File: config.mk
export PLATFORM = sky130hd
export DESIGN_NAME = i2c_mem_target
export DESIGN_NICKNAME = d
export VERILOG_FILES = /design/src/rtl/i2c_mem_pkg.sv /design/src/rtl/i2c_bus_sync.sv /design/src/rtl/i2c_mem_array.sv /design/src/rtl/i2c_busy_timer.sv /design/src/rtl/i2c_mem_target.sv
export SDC_FILE = /design/constraint.sdc
export NUM_CORES = 2
export LEC_CHECK = 0
export BUFFER_PORTS_ARGS = -buffer_cell sky130_fd_sc_hd__buf_2
export CORE_MARGIN = 3
export CORE_UTILIZATION = 25
export CTS_CLUSTER_DIAMETER = 30
export DETAILED_ROUTE_END_ITERATION = 7
export PLACE_DENSITY = 0.45
export SYNTH_ARGS = -nofsm -noshare
export SYNTH_HDL_FRONTEND = slang
export SYNTH_HIERARCHICAL = 1
export SYNTH_SLANG_ARGS = --single-unit
export TNS_END_PERCENT = 50
File: constraint.sdc
create_clock -name clk -period 3.4 [get_ports clk]
set_input_delay 0.34 -clock clk [delete_from_list [all_inputs] [get_ports clk]]
set_output_delay 0.34 -clock clk [all_outputs]
set_load 0.03 [all_outputs]
File: src/rtl/i2c_mem_pkg.sv
package i2c_mem_pkg;

   typedef enum logic [2:0] {
      S_IDLE,
      S_RX,
      S_ACK,
      S_TX,
      S_MACK
   } tgt_state_e;

   typedef enum logic [1:0] {
      K_DEV,
      K_AHI,
      K_ALO,
      K_DATA
   } rx_kind_e;

endpackage

File: src/rtl/i2c_bus_sync.sv
module i2c_bus_sync #(
   parameter int SYNC_STAGES = 2
) (
   input  logic clk,
   input  logic rst_n,
   input  logic scl_i,
   input  logic sda_i,
   output logic sda_s,
   output logic scl_rise,
   output logic scl_fall,
   output logic start_det,
   output logic stop_det
);

   if (SYNC_STAGES < 2) begin : g_bad_stages
      $error("i2c_bus_sync: SYNC_STAGES must be at least 2");
   end

   logic [SYNC_STAGES-1:0] scl_pipe, sda_pipe;
   logic                   scl_q, sda_q;
   logic                   scl_now;

   always_ff @(posedge clk or negedge rst_n) begin
      if (!rst_n) begin
         scl_pipe <= '1;
         sda_pipe <= '1;
         scl_q    <= 1'b1;
         sda_q    <= 1'b1;
      end else begin
         scl_pipe <= {scl_pipe[SYNC_STAGES-2:0], scl_i};
         sda_pipe <= {sda_pipe[SYNC_STAGES-2:0], sda_i};
         scl_q    <= scl_pipe[SYNC_STAGES-1];
         sda_q    <= sda_pipe[SYNC_STAGES-1];
      end
   end

   assign scl_now   = scl_pipe[SYNC_STAGES-1];
   assign sda_s     = sda_pipe[SYNC_STAGES-1];
   assign scl_rise  = scl_now & ~scl_q;
   assign scl_fall  = ~scl_now & scl_q;
   assign start_det = scl_now & scl_q & sda_q & ~sda_s;
   assign stop_det  = scl_now & scl_q & ~sda_q & sda_s;

endmodule

File: src/rtl/i2c_mem_array.sv
module i2c_mem_array #(
   parameter int AW = 8
) (
   input  logic          clk,
   input  logic          rst_n,
   input  logic          we,
   input  logic [AW-1:0] addr,
   input  logic [7:0]    wdata,
   output logic [7:0]    rdata
);

   localparam int DEPTH = 1 << AW;

   logic [7:0] cells [DEPTH];

   always_ff @(posedge clk or negedge rst_n) begin
      if (!rst_n) begin
         for (int i = 0; i < DEPTH; i++) cells[i] <= 8'h00;
      end else if (we) begin
         cells[addr] <= wdata;
      end
   end

   assign rdata = cells[addr];

endmodule

File: src/rtl/i2c_busy_timer.sv
module i2c_busy_timer #(
   parameter int CYCLES = 625000
) (
   input  logic clk,
   input  logic rst_n,
   input  logic go,
   output logic busy
);

   if (CYCLES < 1) begin : g_bad_cycles
      $error("i2c_busy_timer: CYCLES must be at least 1");
   end

   if (CYCLES == 1) begin : g_single
      logic busy_q;
      always_ff @(posedge clk or negedge rst_n) begin
         if (!rst_n) busy_q <= 1'b0;
         else        busy_q <= go;
      end
      assign busy = busy_q;
   end else begin : g_count
      localparam int CW = $clog2(CYCLES + 1);
      logic [CW-1:0] left_q;
      always_ff @(posedge clk or negedge rst_n) begin
         if (!rst_n)              left_q <= '0;
         else if (go)             left_q <= CW'(CYCLES);
         else if (left_q != '0)   left_q <= left_q - 1'b1;
      end
      assign busy = (left_q != '0);
   end

endmodule

File: src/rtl/i2c_mem_target.sv
module i2c_mem_target
   import i2c_mem_pkg::*;
#(
   parameter int           MEM_AW      = 8,
   parameter logic [6:0]   DEV_ADDR    = 7'h57,
   parameter int           BUSY_CYCLES = 625000,
   parameter int           SYNC_STAGES = 2
) (
   input  logic clk,
   input  logic rst_n,
   input  logic scl_i,
   input  logic sda_i,
   output logic sda_oe
);

   if (MEM_AW < 1 || MEM_AW > 16) begin : g_bad_aw
      $error("i2c_mem_target: MEM_AW must lie in 1..16");
   end

   logic sda_s, scl_rise, scl_fall, start_det, stop_det;

   i2c_bus_sync #(.SYNC_STAGES(SYNC_STAGES)) u_sync (
      .clk       (clk),
      .rst_n     (rst_n),
      .scl_i     (scl_i),
      .sda_i     (sda_i),
      .sda_s     (sda_s),
      .scl_rise  (scl_rise),
      .scl_fall  (scl_fall),
      .start_det (start_det),
      .stop_det  (stop_det)
   );

   tgt_state_e        st_q;
   rx_kind_e          kind_q;
   logic [3:0]        bitcnt_q;
   logic [7:0]        shreg_q;
   logic [6:0]        txreg_q;
   logic              rw_q, oe_q, wr_pend_q, mack_q;
   logic [MEM_AW-1:0] addr_q;
   logic [MEM_AW-1:0] load_addr;
   logic [7:0]        rd_data;
   logic              busy, busy_go;
   logic              rx_done, wr_fire;

   assign rx_done = (st_q == S_RX) && scl_fall && (bitcnt_q == 4'd8)
                    && !start_det && !stop_det;
   assign wr_fire = rx_done && (kind_q == K_DATA);
   assign busy_go = stop_det && wr_pend_q;

   // Word address assembly: the high byte only matters for wide arrays.
   if (MEM_AW > 8) begin : g_wide_addr
      logic [MEM_AW-9:0] ahi_q;
      always_ff @(posedge clk or negedge rst_n) begin
         if (!rst_n)                         ahi_q <= '0;
         else if (rx_done && kind_q == K_AHI) ahi_q <= shreg_q[MEM_AW-9:0];
      end
      assign load_addr = {ahi_q, shreg_q};
   end else begin : g_narrow_addr
      assign load_addr = shreg_q[MEM_AW-1:0];
   end

   i2c_mem_array #(.AW(MEM_AW)) u_array (
      .clk   (clk),
      .rst_n (rst_n),
      .we    (wr_fire),
      .addr  (addr_q),
      .wdata (shreg_q),
      .rdata (rd_data)
   );

   i2c_busy_timer #(.CYCLES(BUSY_CYCLES)) u_busy (
      .clk   (clk),
      .rst_n (rst_n),
      .go    (busy_go),
      .busy  (busy)
   );

   always_ff @(posedge clk or negedge rst_n) begin
      if (!rst_n) begin
         st_q      <= S_IDLE;
         kind_q    <= K_DEV;
         bitcnt_q  <= '0;
         shreg_q   <= '0;
         txreg_q   <= '0;
         rw_q      <= 1'b0;
         oe_q      <= 1'b0;
         wr_pend_q <= 1'b0;
         mack_q    <= 1'b0;
         addr_q    <= '0;
      end else if (start_det) begin
         st_q     <= S_RX;
         kind_q   <= K_DEV;
         bitcnt_q <= '0;
         oe_q     <= 1'b0;
      end else if (stop_det) begin
         st_q      <= S_IDLE;
         oe_q      <= 1'b0;
         wr_pend_q <= 1'b0;
      end else begin
         unique case (st_q)
            S_RX: begin
               if (scl_rise && bitcnt_q != 4'd8) begin
                  shreg_q  <= {shreg_q[6:0], sda_s};
                  bitcnt_q <= bitcnt_q + 4'd1;
               end else if (rx_done) begin
                  unique case (kind_q)
                     K_DEV: begin
                        if (shreg_q[7:1] == DEV_ADDR && !busy) begin
                           rw_q <= shreg_q[0];
                           oe_q <= 1'b1;
                           st_q <= S_ACK;
                        end else begin
                           st_q <= S_IDLE;
                        end
                     end
                     K_ALO: begin
                        addr_q <= load_addr;
                        oe_q   <= 1'b1;
                        st_q   <= S_ACK;
                     end
                     K_DATA: begin
                        addr_q    <= addr_q + 1'b1;
                        wr_pend_q <= 1'b1;
                        oe_q      <= 1'b1;
                        st_q      <= S_ACK;
                     end
                     default: begin
                        oe_q <= 1'b1;
                        st_q <= S_ACK;
                     end
                  endcase
               end
            end
            S_ACK: begin
               if (scl_fall) begin
                  bitcnt_q <= '0;
                  if (kind_q == K_DEV && rw_q) begin
                     txreg_q <= rd_data[6:0];
                     oe_q    <= ~rd_data[7];
                     addr_q  <= addr_q + 1'b1;
                     st_q    <= S_TX;
                  end else begin
                     oe_q <= 1'b0;
                     unique case (kind_q)
                        K_DEV:   begin kind_q <= K_AHI;  st_q <= S_RX; end
                        K_AHI:   begin kind_q <= K_ALO;  st_q <= S_RX; end
                        K_ALO:   begin kind_q <= K_DATA; st_q <= S_RX; end
                        default: st_q <= S_IDLE;
                     endcase
                  end
               end
            end
            S_TX: begin
               if (scl_fall) begin
                  if (bitcnt_q == 4'd7) begin
                     oe_q     <= 1'b0;
                     bitcnt_q <= '0;
                     st_q     <= S_MACK;
                  end else begin
                     oe_q     <= ~txreg_q[6];
                     txreg_q  <= {txreg_q[5:0], 1'b0};
                     bitcnt_q <= bitcnt_q + 4'd1;
                  end
               end
            end
            S_MACK: begin
               if (scl_rise) begin
                  mack_q <= ~sda_s;
               end else if (scl_fall) begin
                  if (mack_q) begin
                     txreg_q <= rd_data[6:0];
                     oe_q    <= ~rd_data[7];
                     addr_q  <= addr_q + 1'b1;
                     st_q    <= S_TX;
                  end else begin
                     st_q <= S_IDLE;
                  end
               end
            end
            default: ;
         endcase
      end
   end

   assign sda_oe = oe_q;

endmodule

==> reports/metrics.cfg <==
[clock_network]
clk_latency_ns = 0.98
clock-sinks = 2110
clk_pin_slew_ns = 0.04
clock_path_buffers = 4
root_buffer = clkbuf_16
cts_tree = built
cts_buffers = 546
htreeDepth = 6

[global_routing]
use_met1_pct = 20.1
grtUsageMet3_pct = 2.64
grt.busiest_layer = met2
grt_use_total_pct = 14.9
grt_max_degree = 177
globalRouteMet2Util_pct = 24.0
grt_pass1_vias = 63900
overflow = 0
antenna_found_initial = 6
grt_pass1_wl_mm = 441

[drt]
vias = 58200
first_pass_iters = 5
ant_nets = 0
wl_per_cell_um = 23.9
drc = 0
post_drt_via_cell_ratio = 4.73
drtIter0Drc = 3536
drt_wl_total_mm = 293

[synth]
ys.flop_type = dfrtp_1
synth_seq_cells = 2110
ys_types = 78
syn_nets = 6207
synth_edf_count = 0
yosysSeqAreaShare_pct = 54.8
async_reset_ff_share_pct = 100
yosys_warnings = 6
avgSynthCellArea_um2 = 15.6
syn_area_um2 = 96300
synthCells = 6193

[worst_setup_path]
r2r-start = addr_q[0]
critPathKind = flop to flop
cp.arrival_ns = 4.35
worstPathCellList = buf_12, buf_12, buf_8, mux4_2, a22oi_2, a21oi_4, o41ai_4, buf_4, nand4_1, buf_4, o21a_1, o32ai_2, nand2_1, o32ai_2
end_kind = flop
reg2reg_slack_ns = -0.10
cp_max_fo = 7
endpoint = sda_oe
timing.rr.end = sda_oe
r2r_cells = 14
startpoint = addr_q[0]
start_kind = flop
crit_required_ns = 4.24
worst_path_max_delay_cell = o41ai_4
slowest_delay_ns = 0.51

[power_and_ir_drop]
powerDensity_nw_per_um2 = 657
p_sw_share_pct = 24.1
seqPwrFrac_pct = 31.3
p_clk_share_pct = 63.8
internal_power_mw = 62.7
p_comb_share_pct = 5.0
max-vdd-ir-drop_uv = 525
switchingPower_mw = 19.9
leakage_nw = 58.2

[cells_and_area]
fin_nets = 6843
areaGrowthSynthToFinish_pct = 30.4
final_core_util_pct = 32.8
finalInstanceArea_um2 = 126000
drive_gt1_share_pct = 48.7
multiInputGateArea_um2 = 41900
seq_area_um2 = 52800
nFillCells = 37000

[timing]
timing.final.crit_period_ns = 3.50
fmax_ghz = 0.285
slew_headroom_pct = 28.7
maxSlewViolCount = 0
finalWorstSetupSlack_ns = -0.104
finalCritPeriodShare_pct = 103
hold_slack_ns = 0.120
fin_tns_setup_ns = -0.104
tightest_slew_ns = 1.07
skew_ns = 0.0475
setup_viol = 1
rsz0062_at_grt = true
finalHoldViolCount = 0

[placed_design]
port_buffers = 4
gp_congestion = 0.822
postPlaceCellArea_um2 = 106000
dpl.hpwl_mm = 187

[outcome]
violations = setup timing
status = complete, but fails checks

[floorplan]
ios = 5
die_h_um = 627
coreArea_um2 = 383000
dieWidth_um = 627
dieArea_um2 = 393000
start_util_pct = 25.1
row_count = 227

[hold_path]
hold_path.class = input pin to asynchronous set/reset pin

[job]
max-cap-violations = 0

==> how the worst min path moves through the flow <==
stage	from	to	slack (ns)	cells past startpoint
final	rst_n	u_array/cells[1893]	0.12	3
after global routing	rst_n	u_array/cells[1893]	0.11	3
after CTS	rst_n	u_array/cells[1914]	0.07	3
after detailed placement	rst_n	u_array/cells[1906]	0.28	1
after global placement	rst_n	u_array/cells[1909]	0.28	1
after floorplan	rst_n	addr_q[0]	0.04	0
==> cells in the mapped netlist, drive strengths merged, types with 23 or more instances <==
master,number,area [um^2]
a21oi,155,795
a22oi,256,1920
buf,128,808
clkbuf,351,1320
dfrtp,2104,52700
mux2,2056,23200
mux4,512,11500
nand2,118,450
nand3,23,115
nor2,243,1520
o41ai,33,289
==> worst max-delay path: cells and delay by family, from the launching register on <==
family	cells	cell delay [ns]
AO/OA/AOI/OAI	6	1.31
buffers and inverters	5	0.85
multiplexers	1	0.49
flip-flops	1	0.47
AND/OR/NAND/NOR	2	0.26
==> repair_timing <==
| item | 4_1_cts | 5_1_grt |
|---|---|---|
| endpoints found under the setup margin | 195 | 366 |
| endpoints found under the hold margin | 828 | 0 |
| buffers inserted | 7 | 6 |
| gates cloned | 1 | 2 |
| gates resized for setup | 65 | 81 |
| hold buffers | 6 | 0 |
| pin swaps | 6 | 7 |
==> layout by cell type, fill, tap and decap left out, types with 12 or more instances in the layout <==
| cell type | netlist | layout |
|---|---|---|
| dfrtp_1 | 2104 | 2094 |
| mux2_2 | 1241 | 1241 |
| mux2_1 | 815 | 815 |
| clkbuf_16 | 0 | 554 |
| mux4_2 | 512 | 512 |
| buf_4 | 15 | 454 |
| a22oi_1 | 256 | 235 |
| a21oi_1 | 150 | 136 |
| nor2_2 | 133 | 132 |
| clkbuf_1 | 350 | 99 |
| clkinv_2 | 0 | 97 |
| clkbuf_8 | 0 | 86 |
| buf_12 | 0 | 80 |
| nor2_1 | 73 | 68 |
| bufinv_16 | 0 | 68 |
| nand2_1 | 117 | 67 |
| nand2_2 | 0 | 50 |
| nor2_4 | 37 | 43 |
| clkinvlp_4 | 0 | 26 |
| nand3_1 | 23 | 21 |
| a22oi_2 | 0 | 21 |
| a21oi_2 | 5 | 18 |
| inv_1 | 17 | 17 |
| o41ai_2 | 0 | 17 |
| nand4_1 | 16 | 16 |
| clkinv_16 | 0 | 15 |
| nand2b_1 | 16 | 14 |
| o21ai_0 | 13 | 13 |
| inv_6 | 0 | 13 |
| o41ai_1 | 33 | 12 |
==> stage by stage <==
step,instances,setup WS [ns],power [mW]
2_1_floorplan,6193,0.395,27.8
3_3_place_gp,11300,-0.729,30.3
3_5_place_dp,11300,-0.689,30.4
4_1_cts,12300,-0.173,83.8
5_1_grt,12300,-0.197,85.5
6_report,12300,-0.104,82.6
==> final cells by class <==
type | instances | share of cell area (%)
Sequential cell | 2110 | 42.0
Antenna cell | 5 | 0.00996
Inverter | 17 | 0.0508
Tap cell | 5038 | 5.02
Clock buffer | 737 | 12.2
Timing Repair Buffer | 567 | 4.38
Multi-Input combinational cell | 3587 | 33.4
Clock inverter | 240 | 2.90
==> power by group through the flow <==
stage / Sequential [mW] / Clock [mW] / Combinational (mW)
6_report: 25.8 / 52.6 / 4.09
5_1_grt: 25.8 / 55.2 / 4.48
4_1_cts: 25.8 / 53.8 / 4.23
3_5_place_dp: 26.2 / 0 / 4.20
3_3_place_gp: 26.2 / 0 / 4.10
2_1_floorplan: 25.7 / 0 / 2.04
==> sequential cells by signal, indices dropped and copies added (netlist names) <==
signal / flops
addr_q: 8
bitcnt_q: 4
kind_q: 2
load_addr: 8
mack_q: 1
rw_q: 1
sda_oe: 1
st_q: 3
txreg_q: 7
u_array/cells: 2048
u_busy/g_count.left_q: 20
u_sync/scl_pipe: 2
u_sync/scl_q: 1
u_sync/sda_pipe: 2
u_sync/sda_q: 1
wr_pend_q: 1
==> routing by layer <==
metal | up-vias | share of wire (%) | routed length [um]
li1 | 24800 | - | -
met5 | - | 0.0041 | 12
met2 | 1142 | 48 | 140000
met1 | 31700 | 45 | 133000
met4 | 2 | 3.0 | 8860
met3 | 492 | 4.0 | 11800
==> cell families after synthesis <==
kind of cell,after synthesis,synth area share (%)
AOI/OAI and AO/OA,492,3.52
xor gates and xnor gates,15,0.136
adders and majority gates,10,0.130
buffers and inverters,496,2.27
DFF,2110,54.8
muxes,2579,36.1
and+or+nand+nor,491,3.01
Note: power is estimated with default switching activity, not from simulation.
